<file path="src/rtl/flash_seq_pkg.sv">
package flash_seq_pkg;

  localparam int unsigned CMP_W = 11;

  localparam logic [7:0] CMD_UNLK_A  = 8'hAA;
  localparam logic [7:0] CMD_UNLK_B  = 8'h55;
  localparam logic [7:0] CMD_ERASE   = 8'h80;
  localparam logic [7:0] CMD_IDENT   = 8'h90;
  localparam logic [7:0] CMD_PROG    = 8'hA0;
  localparam logic [7:0] CMD_BYPASS  = 8'h20;
  localparam logic [7:0] CMD_CHIP    = 8'h10;
  localparam logic [7:0] CMD_SECTOR  = 8'h30;
  localparam logic [7:0] CMD_QUERY   = 8'h98;
  localparam logic [7:0] CMD_RESET   = 8'hF0;
  localparam logic [7:0] CMD_BYP_END = 8'h00;

  localparam logic [CMP_W-1:0] QUERY_WADDR = 11'h055;

  typedef enum logic [2:0] {
    MODE_READ     = 3'd0,
    MODE_IDENT    = 3'd1,
    MODE_QUERY    = 3'd2,
    MODE_PROG     = 3'd3,
    MODE_CHIP_ERS = 3'd4,
    MODE_SEC_ERS  = 3'd5
  } mode_e;

  typedef enum logic [3:0] {
    ST_IDLE,
    ST_UNLK1,
    ST_CMD,
    ST_PROG_DATA,
    ST_ERS_UNLK0,
    ST_ERS_UNLK1,
    ST_ERS_CMD,
    ST_IDENT,
    ST_QUERY,
    ST_QUERY_ID,
    ST_CHIP_ERS,
    ST_SEC_ERS
  } seq_state_e;

  function automatic mode_e mode_of(seq_state_e st);
    case (st)
      ST_IDENT:              mode_of = MODE_IDENT;
      ST_QUERY, ST_QUERY_ID: mode_of = MODE_QUERY;
      ST_PROG_DATA:          mode_of = MODE_PROG;
      ST_CHIP_ERS:           mode_of = MODE_CHIP_ERS;
      ST_SEC_ERS:            mode_of = MODE_SEC_ERS;
      default:               mode_of = MODE_READ;
    endcase
  endfunction

endpackage

</file>
<file path="src/rtl/flash_addr_norm.sv">
module flash_addr_norm
  import flash_seq_pkg::*;
#(
  parameter int unsigned OUT_W = CMP_W
) (
  input  logic [OUT_W+1:0] addr_i,
  input  logic [1:0]       width_i,
  output logic [OUT_W-1:0] word_o
);

  localparam int unsigned NUM_SH = 3;

  logic [OUT_W-1:0] cand [NUM_SH];

  for (genvar k = 0; k < NUM_SH; k++) begin : g_shift
    assign cand[k] = addr_i[k +: OUT_W];
  end

  always_comb begin
    case (width_i)
      2'd0:    word_o = cand[0];
      2'd1:    word_o = cand[1];
      default: word_o = cand[2];
    endcase
  end

endmodule

</file>
<file path="src/rtl/flash_seq_fsm.sv">
module flash_seq_fsm
  import flash_seq_pkg::*;
(
  input  logic             clk_i,
  input  logic             rst_ni,
  input  logic             wr_en_i,
  input  logic [7:0]       data_i,
  input  logic [CMP_W-1:0] word_i,
  input  logic [CMP_W-1:0] unlock0_i,
  input  logic [CMP_W-1:0] unlock1_i,
  input  logic             erase_done_i,
  output seq_state_e       state_o,
  output logic             bypass_o,
  output logic             fire_prog_o,
  output logic             fire_chip_o,
  output logic             fire_sec_o
);

  seq_state_e state_q, state_d;
  logic       byp_q, byp_d;
  logic       erasing, go_idle;
  logic       at_u0, at_u1, at_query;

  assign erasing  = (state_q == ST_CHIP_ERS) || (state_q == ST_SEC_ERS);
  assign at_u0    = (word_i == unlock0_i);
  assign at_u1    = (word_i == unlock1_i);
  assign at_query = (word_i == QUERY_WADDR) && (data_i == CMD_QUERY);

  always_comb begin
    state_d     = state_q;
    byp_d       = byp_q;
    go_idle     = 1'b0;
    fire_prog_o = 1'b0;
    fire_chip_o = 1'b0;
    fire_sec_o  = 1'b0;
    if (erasing) begin
      if (erase_done_i) state_d = byp_q ? ST_CMD : ST_IDLE;
    end else if (wr_en_i) begin
      if (data_i == CMD_RESET && state_q != ST_PROG_DATA) begin
        if (state_q == ST_QUERY_ID) state_d = ST_IDENT;
        else                        go_idle = 1'b1;
      end else begin
        case (state_q)
          ST_IDLE: begin
            if (at_query)                          state_d = ST_QUERY;
            else if (at_u0 && data_i == CMD_UNLK_A) state_d = ST_UNLK1;
            else                                   go_idle = 1'b1;
          end
          ST_UNLK1, ST_ERS_UNLK1: begin
            if (at_u1 && data_i == CMD_UNLK_B)
              state_d = (state_q == ST_UNLK1) ? ST_CMD : ST_ERS_CMD;
            else go_idle = 1'b1;
          end
          ST_CMD: begin
            if (!byp_q && !at_u0) go_idle = 1'b1;
            else begin
              case (data_i)
                CMD_BYPASS: byp_d   = 1'b1;
                CMD_ERASE:  state_d = ST_ERS_UNLK0;
                CMD_IDENT:  state_d = ST_IDENT;
                CMD_PROG:   state_d = ST_PROG_DATA;
                default:    go_idle = 1'b1;
              endcase
            end
          end
          ST_PROG_DATA: begin
            fire_prog_o = 1'b1;
            state_d     = byp_q ? ST_CMD : ST_IDLE;
          end
          ST_ERS_UNLK0: begin
            if (at_u0 && data_i == CMD_UNLK_A) state_d = ST_ERS_UNLK1;
            else                               go_idle = 1'b1;
          end
          ST_ERS_CMD: begin
            if (data_i == CMD_CHIP && at_u0) begin
              fire_chip_o = 1'b1;
              state_d     = ST_CHIP_ERS;
            end else if (data_i == CMD_SECTOR) begin
              fire_sec_o = 1'b1;
              state_d    = ST_SEC_ERS;
            end else go_idle = 1'b1;
          end
          ST_IDENT: begin
            // bypass exit (0x00) and every other write both land in read array
            if (at_query) state_d = ST_QUERY_ID;
            else          go_idle = 1'b1;
          end
          default: go_idle = 1'b1;
        endcase
      end
    end
    if (go_idle) begin
      state_d = ST_IDLE;
      byp_d   = 1'b0;
    end
  end

  always_ff @(posedge clk_i or negedge rst_ni) begin
    if (!rst_ni) begin
      state_q <= ST_IDLE;
      byp_q   <= 1'b0;
    end else begin
      state_q <= state_d;
      byp_q   <= byp_d;
    end
  end

  assign state_o  = state_q;
  assign bypass_o = byp_q;


  a_r13_one_request: assert property (@(posedge clk_i) disable iff (!rst_ni)
    $onehot0({fire_prog_o, fire_chip_o, fire_sec_o}));


  a_r8_erase_holds: assert property (@(posedge clk_i) disable iff (!rst_ni)
    (erasing && !erase_done_i) |=> (state_q == $past(state_q)));


  a_r12_bypass_at_cmd: assert property (@(posedge clk_i) disable iff (!rst_ni)
    $rose(byp_q) |-> (state_q == ST_CMD));


  a_r5_prog_one_data: assert property (@(posedge clk_i) disable iff (!rst_ni)
    (state_q == ST_PROG_DATA && wr_en_i) |=> (state_q != ST_PROG_DATA));

endmodule

</file>
<file path="src/rtl/flash_req_out.sv">
module flash_req_out #(
  parameter int unsigned ADDR_W = 24
) (
  input  logic              clk_i,
  input  logic              rst_ni,
  input  logic              fire_prog_i,
  input  logic              fire_chip_i,
  input  logic              fire_sec_i,
  input  logic [ADDR_W-1:0] addr_i,
  input  logic [7:0]        data_i,
  output logic              prog_req_o,
  output logic              chip_req_o,
  output logic              sec_req_o,
  output logic [ADDR_W-1:0] addr_o,
  output logic [7:0]        data_o
);

  logic any_fire;
  assign any_fire = fire_prog_i | fire_chip_i | fire_sec_i;

  always_ff @(posedge clk_i or negedge rst_ni) begin
    if (!rst_ni) begin
      prog_req_o <= 1'b0;
      chip_req_o <= 1'b0;
      sec_req_o  <= 1'b0;
      addr_o     <= '0;
      data_o     <= '0;
    end else begin
      prog_req_o <= fire_prog_i;
      chip_req_o <= fire_chip_i;
      sec_req_o  <= fire_sec_i;
      if (any_fire) begin
        addr_o <= addr_i;
        data_o <= data_i;
      end
    end
  end


  a_r5_prog_pulse: assert property (@(posedge clk_i) disable iff (!rst_ni)
    prog_req_o |=> !prog_req_o);

endmodule

</file>
<file path="src/rtl/flash_cmd_seq.sv">
module flash_cmd_seq
  import flash_seq_pkg::*;
#(
  parameter int unsigned ADDR_W = 24
) (
  input  logic              clk_i,
  input  logic              rst_ni,
  input  logic              wr_en_i,
  input  logic [ADDR_W-1:0] addr_i,
  input  logic [7:0]        data_i,
  input  logic [1:0]        width_i,
  input  logic [10:0]       unlock0_i,
  input  logic [10:0]       unlock1_i,
  input  logic              erase_done_i,
  output logic [2:0]        mode_o,
  output logic              bypass_o,
  output logic              prog_req_o,
  output logic              chip_erase_req_o,
  output logic              sector_erase_req_o,
  output logic [ADDR_W-1:0] req_addr_o,
  output logic [7:0]        req_data_o
);

  localparam int unsigned NORM_IN_W = CMP_W + 2;

  logic [CMP_W-1:0] word;
  seq_state_e       state;
  logic             fire_prog, fire_chip, fire_sec;

  flash_addr_norm #(.OUT_W(CMP_W)) u_norm (
    .addr_i  (addr_i[NORM_IN_W-1:0]),
    .width_i (width_i),
    .word_o  (word)
  );

  flash_seq_fsm u_fsm (
    .clk_i        (clk_i),
    .rst_ni       (rst_ni),
    .wr_en_i      (wr_en_i),
    .data_i       (data_i),
    .word_i       (word),
    .unlock0_i    (unlock0_i),
    .unlock1_i    (unlock1_i),
    .erase_done_i (erase_done_i),
    .state_o      (state),
    .bypass_o     (bypass_o),
    .fire_prog_o  (fire_prog),
    .fire_chip_o  (fire_chip),
    .fire_sec_o   (fire_sec)
  );

  flash_req_out #(.ADDR_W(ADDR_W)) u_req (
    .clk_i       (clk_i),
    .rst_ni      (rst_ni),
    .fire_prog_i (fire_prog),
    .fire_chip_i (fire_chip),
    .fire_sec_i  (fire_sec),
    .addr_i      (addr_i),
    .data_i      (data_i),
    .prog_req_o  (prog_req_o),
    .chip_req_o  (chip_erase_req_o),
    .sec_req_o   (sector_erase_req_o),
    .addr_o      (req_addr_o),
    .data_o      (req_data_o)
  );

  assign mode_o = mode_of(state);


  a_r5_prog_from_entry: assert property (@(posedge clk_i) disable iff (!rst_ni)
    prog_req_o |-> ($past(mode_o) == MODE_PROG));


  a_r6_chip_mode: assert property (@(posedge clk_i) disable iff (!rst_ni)
    chip_erase_req_o |-> (mode_o == MODE_CHIP_ERS));


  a_r7_sector_mode: assert property (@(posedge clk_i) disable iff (!rst_ni)
    sector_erase_req_o |-> (mode_o == MODE_SEC_ERS));

endmodule

</file>
<file path="config.mk">
export PLATFORM = sky130hd
export DESIGN_NAME = flash_cmd_seq
export DESIGN_NICKNAME = d
export VERILOG_FILES = /design/src/rtl/flash_seq_pkg.sv /design/src/rtl/flash_addr_norm.sv /design/src/rtl/flash_seq_fsm.sv /design/src/rtl/flash_req_out.sv /design/src/rtl/flash_cmd_seq.sv
export SDC_FILE = /design/constraint.sdc
export NUM_CORES = 1
export LEC_CHECK = 0
export BUFFER_PORTS_ARGS = -buffer_cell sky130_fd_sc_hd__buf_2
export CAP_MARGIN = 20
export CORE_MARGIN = 2
export CORE_UTILIZATION = 40
export DETAILED_ROUTE_END_ITERATION = 16
export PLACE_DENSITY = 0.72
export SLEW_MARGIN = 25
export SYNTH_ARGS = -nofsm -noshare
export SYNTH_HDL_FRONTEND = slang
export SYNTH_SLANG_ARGS = --single-unit
</file>
<file path="constraint.sdc">
create_clock -name clk_i -period 3.9 [get_ports clk_i]
set_clock_uncertainty 0.1 [all_clocks]
set_input_delay 0.585 -clock clk_i [delete_from_list [all_inputs] [get_ports clk_i]]
set_output_delay 0.585 -clock clk_i [all_outputs]
set_load 0.05 [all_outputs]
</file>
==> impl_metrics.tcl, run 1 <==
set metrics [dict create \
    rsz0062_at_grt "no" \
    start_util 0.407 \
    yosysWarnings 0 \
    syn_area_per_cell_um2 10.4 \
    synthArstFlopShare 1.00 \
    hold_viol 0 \
    status "finished, final reports clean" \
    cts_buffer_depth 2 \
    die_area_um2 8010 \
    setup_tns_ns 0 \
    synth_edf_count 0 \
    ys_seq_area_frac 0.342 \
    dp_hpwl_um 5800 \
    grt_remaining_overflow 0 \
    drc 0 \
    relSlewSlack 0.656 \
    p_clk_frac 0.141 \
    drtAntennaViolNets 0 \
    clock_latency_ns 0.30 \
    cts_hold_buffers 0 \
    core_area_um2 7180 \
    synth_ff_type "dfrtp_1" \
    synth-seq-cells 40 \
    hold_class "input pin to async pin" \
    pin_count 99 \
    dieHeight_um 89.5 \
    routed_wl_um 7600 \
    vdd_drop_max_uv 256 \
    areaGrowthSynthToFinish_pct 22.3 \
    cp_max_fo 32 \
    antenna_found_initial 0 \
    worst_pin_slew_ns 0.512 \
    syn_nets 340 \
    drtIter0Drc 229 \
    power_density_nw_per_um2 693 \
    internal_power_mw 1.27 \
    cts.sinks 40 \
    max_freq_ghz 0.302 \
    utilization 0.498 \
    grt_usage 0.195 \
    clkTransAtPathRegs_ns 0.09 \
    maxSlewViolCount 0 \
    firstDrtPassIters 4 \
    end_kind "flip-flop" \
    cts_root_buf "clkbuf_8" \
    h-tree-depth 2 \
    finalSetupViolations 0 \
    vias 2592 \
    p_switching_mw 1.21 \
    finalNetCount 431 \
    wire_per_inst_um 16.1 \
    synth_cell_type_count 65 \
    grt_max_degree 41 \
    first_global_vias 2478 \
    place.gp.congestion 0.960 \
    portBuffers 98 \
    seq_power_share 0.289 \
    die_w_um 89.5 \
    crit_path_start_kind "input pin" \
    rr_worst_depth 9 \
    layout_common_cells "buf_2, dfrtp_1, mux2_4" \
    ctsResizeCount 0 \
    critPathKind "input pin to flip-flop" \
    p_sw_frac 0.488 \
    grt_pass1_wl_um 12000 \
    power_leakage_nw 1.72 \
    post-route-period-util 0.850 \
    critPathRequiredTime_ns 3.97 \
    numCtsBuffers 5 \
    synthCells 280 \
    syn-cell-area_um2 2920 \
    post-cts-setup-buffers 0 \
    final_common_cell "buf_2" \
    drt-vias-per-instance 5.50 \
    comb_power_share 0.570 \
    diodes 0 \
    rows 31 \
    cp.arrival_ns 3.39 \
    cap_violations 0 \
    fin_crit_ns 3.31 \
    cts_tree "built" \
    whs_ns 0.142 \
    layout-drive-gt1-share 0.422 \
]
## kinds of logic after synthesis
family	Yosys count	share of synthesized area
multiplexers	48	0.221
XOR/XNOR	19	0.0569
AO/OA/AOI/OAI	64	0.165
flip-flops	40	0.342
AND/OR/NAND/NOR	82	0.164
buffers and inverters	27	0.0509
## layer usage
layer | vias to the layer above | wire (um) | track usage
met2 | 97 | 3640 | 0.316
met3 | 14 | 440 | 0.0406
met4 | 0 | 157 | 0.0746
li1 | 1224 | - | -
met5 | - | 0 | 0
met1 | 1257 | 3370 | 0.254
## path summary, 6_finish.rpt
path	slack, ns	start	end
max reg2reg	1.42	u_fsm.state_o[1]	u_fsm.state_o[3]
min	0.14	rst_ni	u_fsm.bypass_o
min reg2reg	0.41	u_req.addr_o[14]	u_req.addr_o[14]
min in group clk_i	0.41	u_req.addr_o[14]	u_req.addr_o[14]
max	0.59	width_i[0]	u_req.addr_o[5]
max in group asynchronous	3.18	rst_ni	u_req.addr_o[9]
## cell usage after synthesis (2+ instances only)
cell type | count | share of area
nand2b_1 | 7 | 0.015
and3_1 | 4 | 0.0086
buf_6 | 5 | 0.019
o21ai_0 | 10 | 0.017
a21oi_1 | 4 | 0.0068
xnor2_1 | 7 | 0.021
a211oi_1 | 5 | 0.013
nor4_1 | 3 | 0.0064
or3_1 | 2 | 0.0043
a211o_1 | 5 | 0.015
nor4bb_1 | 2 | 0.0068
o211ai_1 | 3 | 0.0077
dfrtp_1 | 40 | 0.34
mux2_4 | 28 | 0.14
nand3b_1 | 2 | 0.0051
nor2_1 | 8 | 0.010
a22oi_1 | 3 | 0.0077
a41oi_1 | 2 | 0.0060
o21ai_1 | 2 | 0.0034
a31oi_1 | 6 | 0.013
xor2_1 | 12 | 0.036
inv_1 | 10 | 0.013
mux2_2 | 10 | 0.039
clkbuf_1 | 5 | 0.0064
a22o_1 | 4 | 0.012
mux2i_1 | 9 | 0.031
a32o_1 | 2 | 0.0068
nand3_1 | 4 | 0.0068
buf_2 | 5 | 0.0086
o22ai_1 | 2 | 0.0043
nand2_1 | 13 | 0.017
or4_1 | 2 | 0.0051
nor2b_1 | 9 | 0.019
nor3b_1 | 3 | 0.0077
nand4_1 | 4 | 0.0086
and2_1 | 2 | 0.0043
nor3_1 | 8 | 0.014
## worst max-delay path, cell delays in order
cell	delay, ns
buf_2	0.40
mux2i_1	0.43
a211o_1	0.18
nand4_1	0.09
nor4_1	0.42
buf_4	0.19
and2_4	0.15
nand2_2	0.06
nor2_2	0.11
or3_2	0.15
buf_12	0.24
mux2_2	0.36
## power groups by stage
stage	Combinational, mW	Clock, mW	Sequential [mW]
floorplan	0.561	0	1.26
global placement	1.40	0	0.717
detailed placement	1.41	0	0.725
CTS	1.41	0.360	0.718
global route	1.50	0.376	0.745
finish	1.41	0.348	0.717
## flip-flops by register name (all words and copies together), names as in the netlist
signal / count
u_fsm.state_o: 4
u_req.sec_req_o: 1
u_req.prog_req_o: 1
u_req.data_o: 8
u_req.addr_o: 24
u_req.chip_req_o: 1
u_fsm.bypass_o: 1
## area by class of cell
type | count | area (um^2)
Sequential cell | 40 | 1000
Tap cell | 99 | 124
Fill cell | 670 | 3600
Multi-Input combinational cell | 213 | 1770
Inverter | 11 | 41.3
Clock inverter | 3 | 46.3
Clock buffer | 5 | 68.8
Timing Repair Buffer | 100 | 520
## through the flow
| stage | power (mW) | instances | instance area [um^2] | worst slack (ns) |
|---|---|---|---|---|
| detailed placement | 2.14 | 463 | 3460 | 0.330 |
| CTS | 2.49 | 471 | 3570 | 0.635 |
| global route | 2.62 | 471 | 3580 | 0.413 |
| global placement | 2.12 | 463 | 3460 | 0.495 |
| floorplan | 1.82 | 280 | 2920 | 1.01 |
| finish | 2.48 | 471 | 3580 | 0.585 |
Power figures use the tool's default switching activity.
==> run 2: changes to the inputs <==
- PLACE_DENSITY: 0.72 -> 0.74
- clock period: 3.9 -> 3 ns (I/O delays scaled with it)
==> run 2 against run 1 <==
Non-clock buffer count is 21 higher. Hold slack gained 0.013 ns. Register-to-register slack lost 0.94 ns. Critical path depth is 2 lower. Die area did not move. Sequential cell count unchanged. Total power up 31%. Design area increased by 4.6%. Worst setup slack got worse by 0.40 ns. Highest routed layer unchanged. Combinational power up 32%. Core utilization rose by 2.3 points. Count of clock-buffer cells in the layout stayed put.
==> impl_metrics.tcl, run 2 (same netlist as run 1, synthesis figures left out) <==
set metrics [dict create \
    layout_common_cells "buf_2, dfrtp_1, mux2_4" \
    relSlewSlack 0.419 \
    vdd_drop_max_uv 400 \
    cp.arrival_ns 2.94 \
    drc 0 \
    cp_max_fo 15 \
    diodes 0 \
    post-route-period-util 0.939 \
    die_w_um 89.5 \
    cts_buffer_depth 2 \
    worst_pin_slew_ns 0.871 \
    hold_viol 0 \
    fin_crit_ns 2.82 \
    clock_latency_ns 0.30 \
    finalSetupViolations 0 \
    cts_root_buf "clkbuf_8" \
    die_area_um2 8010 \
    power_leakage_nw 1.82 \
    regMostFlops "u_req.addr_o" \
    status "finished, final reports clean" \
    rows 31 \
    cap_violations 0 \
    numCtsBuffers 5 \
    largest_reg_flops 24 \
    post-cts-setup-buffers 0 \
    grt_pass1_wl_um 12100 \
    drtIter0Drc 185 \
    vias 2645 \
    wire_per_inst_um 15.8 \
    startpoint "width_i[0]" \
    dp_hpwl_um 6110 \
    final_common_cell "buf_2" \
    rsz0062_at_grt "no" \
    firstDrtPassIters 4 \
    grt_usage 0.194 \
    dieHeight_um 89.5 \
    drt-vias-per-instance 5.38 \
    reg2reg_from "u_fsm.state_o[1]" \
    first_global_vias 2451 \
    grt_max_degree 41 \
    power_mw 3.25 \
    crit_path_start_kind "input pin" \
    reg2reg_slack_ns 0.48 \
    power_density_nw_per_um2 870 \
    max_freq_ghz 0.355 \
    clkTransAtPathRegs_ns 0.09 \
    r2r-end "u_fsm.state_o[3]" \
    h-tree-depth 2 \
    setup_tns_ns 0 \
    core_area_um2 7180 \
    hold_class "input pin to async pin" \
    critPathRequiredTime_ns 3.13 \
    critPathKind "input pin to flip-flop" \
    portBuffers 98 \
    end_kind "flip-flop" \
    cts_tree "built" \
    maxSlewViolCount 0 \
    areaGrowthSynthToFinish_pct 28.0 \
    drtAntennaViolNets 0 \
    pin_count 99 \
    rr_worst_depth 9 \
    antenna_found_initial 0 \
    layout-drive-gt1-share 0.458 \
    finalNetCount 452 \
    grt_remaining_overflow 0 \
    start_util 0.407 \
    place.gp.congestion 0.966 \
    cts.sinks 40 \
    routed_wl_um 7770 \
]
[run 2: changes by cell type in the layout (fill, tap and decap cells not counted)]
cell,change
nor2_1,-1
a211oi_1,-1
buf_4,+21
a211oi_2,+1
nor2_2,+1
[run 2: metrics by stage]
step                       util  hold WS (ns)  setup slack (ns)  area (um^2)  cells
after floorplan               -        0.0544             0.244         2920    280
after global placement    0.504         0.390            -0.130         3620    484
after detailed placement  0.504         0.388            -0.220         3620    484
after CTS                 0.520         0.201            0.0847         3730    492
after global routing      0.521         0.227            0.0346         3740    492
final                     0.521         0.154             0.184         3740    492
[run 2: what timing repair did]
action,4_1_cts,5_1_grt
resized for setup,0,4
hold buffers,0,0
setup endpoints to repair,0,12
[run 2: layer usage]
metal / vias up / GRT usage / part of all wire
met5: - / 0 / 0
met4: 0 / 0.0543 / 0.014
met3: 11 / 0.0351 / 0.063
met2: 112 / 0.322 / 0.48
met1: 1255 / 0.258 / 0.45
li1: 1267 / - / -
[run 2: final cells by class]
class | count | area, um^2
tap | 99 | 124
fill | 642 | 3430
timing repair buffer | 121 | 678
multi-input combinational | 213 | 1780
inverter | 11 | 41.3
clock inverter | 3 | 46.3
sequential | 40 | 1000
clock buffer | 5 | 68.8
[run 2: worst max path at each step]
| stage | slack [ns] | endpoint | cells after the start |
|---|---|---|---|
| finish | 0.18 | u_fsm.state_o[3] | 10 |
| global route | 0.03 | u_fsm.state_o[1] | 11 |
| CTS | 0.08 | u_fsm.state_o[3] | 10 |
| detailed placement | -0.22 | u_fsm.state_o[3] | 10 |
| global placement | -0.13 | u_fsm.state_o[3] | 10 |
| floorplan | 0.24 | u_req.addr_o[20] | 12 |
[run 2: where the power goes]
part	switching, mW	internal (mW)	total (mW)
combinational	1.21	0.649	1.86
sequential	0.172	0.767	0.939
clock	0.205	0.251	0.456
[run 2: worst max-delay path: stages]
cell      delay (ns)
buf_4           0.22
mux2_2          0.36
mux2i_1         0.25
xor2_1          0.17
nand2_1         0.06
or4_1           0.58
a211oi_2        0.29
a31oi_1         0.19
nor2_2          0.19
a32o_1          0.18
==> run 3: changes to the inputs <==
- REMOVE_ABC_BUFFERS: default -> 1
==> run 3 against run 2 <==
Worst setup slack got worse by 0.040 ns. Sequential share of layout area decreased by 0.12 points. Total power decreased by 2.3%. Highest routed layer unchanged.
==> impl_metrics.tcl, run 3 (same netlist as run 1, synthesis figures left out) <==
set metrics [dict create \
    portBuffers 98 \
    top_layer "met4" \
    pin_count 99 \
    core_area_um2 7180 \
    wl_met3_um 403 \
    utilization 0.524 \
    rsz0062_at_grt "no" \
    final_cell_area_um2 3760 \
    vias 2641 \
    whs_ns 0.170 \
    p_switching_mw 1.57 \
    seq_power_share 0.294 \
    routed_wl_um 7700 \
    drtIter0Drc 106 \
    cp.arrival_ns 2.94 \
    die_area_um2 8010 \
    wire_per_inst_um 15.6 \
    largest_reg_flops 24 \
    route.met2.wl_um 3590 \
    areaGrowthSynthToFinish_pct 28.6 \
    firstDrtPassIters 4 \
    hold_viol 0 \
    regMostFlops "u_req.addr_o" \
    numCtsBuffers 5 \
    rows 31 \
    met1_length_um 3630 \
    cts_buffer_depth 2 \
    vdd_drop_max_uv 373 \
    p_sw_frac 0.495 \
    fin_crit_ns 2.86 \
    layout-drive-gt1-share 0.462 \
    grt_max_degree 41 \
    dp_hpwl_um 5980 \
    h-tree-depth 2 \
    start_util 0.407 \
    setup_tns_ns 0 \
    cp_max_fo 15 \
    comb_power_share 0.586 \
    cts_hold_buffers 0 \
    final_common_cell "buf_2" \
    dieHeight_um 89.5 \
    grt_remaining_overflow 0 \
    drc 0 \
    antenna_found_initial 0 \
    cap_violations 0 \
    clock_latency_ns 0.29 \
    finalNetCount 455 \
    drtAntennaViolNets 0 \
    cts_root_buf "clkbuf_8" \
    diodes 0 \
    worst_pin_slew_ns 0.886 \
    power_density_nw_per_um2 846 \
    status "finished, final reports clean" \
    hold_class "input pin to async pin" \
    drt-vias-per-instance 5.34 \
    die_w_um 89.5 \
    crit_path_start_kind "input pin" \
    cts_tree "built" \
    finalSetupViolations 0 \
    p_clk_frac 0.120 \
    cts.sinks 40 \
    first_global_vias 2500 \
    internal_power_mw 1.61 \
    grt_pass1_wl_um 12100 \
    relSlewSlack 0.409 \
    clkTransAtPathRegs_ns 0.08 \
    critPathRequiredTime_ns 3.08 \
    power_leakage_nw 1.83 \
    layout_common_cells "buf_2, dfrtp_1, mux2_4" \
    place.gp.congestion 0.989 \
    dpl_cell_area_um2 3650 \
    critPathKind "input pin to flip-flop" \
    grt_usage 0.197 \
    post-route-period-util 0.952 \
    max_freq_ghz 0.350 \
    maxSlewViolCount 0 \
    end_kind "flip-flop" \
]
==> run 3: power groups by stage <==
stage / registers, mW / logic, mW / clock network, mW
6_report: 0.934 / 1.86 / 0.383
2_1_floorplan: 1.66 / 0.672 / 0
3_3_place_gp: 0.939 / 1.83 / 0
3_5_place_dp: 0.940 / 1.86 / 0
5_1_grt: 0.968 / 1.98 / 0.421
4_1_cts: 0.933 / 1.86 / 0.402
==> run 3: through the flow <==
step | total power, mW | setup slack, ns | std cells
after floorplan | 2.34 | -0.486 | 264
after global placement | 2.77 | -0.219 | 487
after detailed placement | 2.80 | -0.272 | 487
after CTS | 3.20 | 0.0409 | 495
after global routing | 3.36 | 0.0179 | 495
final | 3.18 | 0.144 | 495
==> run 3: area by class of cell <==
class	count	area, um^2
multi-input combinational	213	1780
inverter	11	41.3
timing repair buffer	124	713
clock inverter	2	15.0
sequential	40	1000
tap	99	124
fill	680	3420
clock buffer	6	82.6
==> run 3: critical path, stage by stage <==
cell and delay, ns:
clkbuf_4 0.25, buf_4 0.16, mux2i_1 0.28, xor2_1 0.11
a31oi_1 0.31, nor4_2 0.09, and2_4 0.15, nand2_2 0.07
nor2_2 0.04, or3_2 0.50, buf_4 0.21, mux2_4 0.30
==> run 3: path summary, 6_finish.rpt <==
kind	slack, ns	from	to	cells past startpoint
worst min register to register	0.41	u_req.addr_o[13]	u_req.addr_o[13]	1
worst max register to register	0.53	u_fsm.state_o[1]	u_fsm.state_o[1]	9
min in group clk_i	0.28	addr_i[23]	u_req.addr_o[23]	2
max in group asynchronous	2.08	rst_ni	u_fsm.bypass_o	1
worst max-delay path	0.14	width_i[0]	u_req.addr_o[15]	12
worst min-delay path	0.17	rst_ni	u_req.addr_o[22]	1
==> run 3: per-layer routing <==
layer / vias up / global-route usage
li1: 1272 / -
met1: 1275 / 0.277
met2: 88 / 0.312
met3: 6 / 0.0360
met4: 0 / 0.0516
met5: - / 0
==> run 3: timing repair <==
item	in CTS	in global routing
resized for setup	0	3
endpoints found under the setup margin	0	37
buffers inserted	0	0
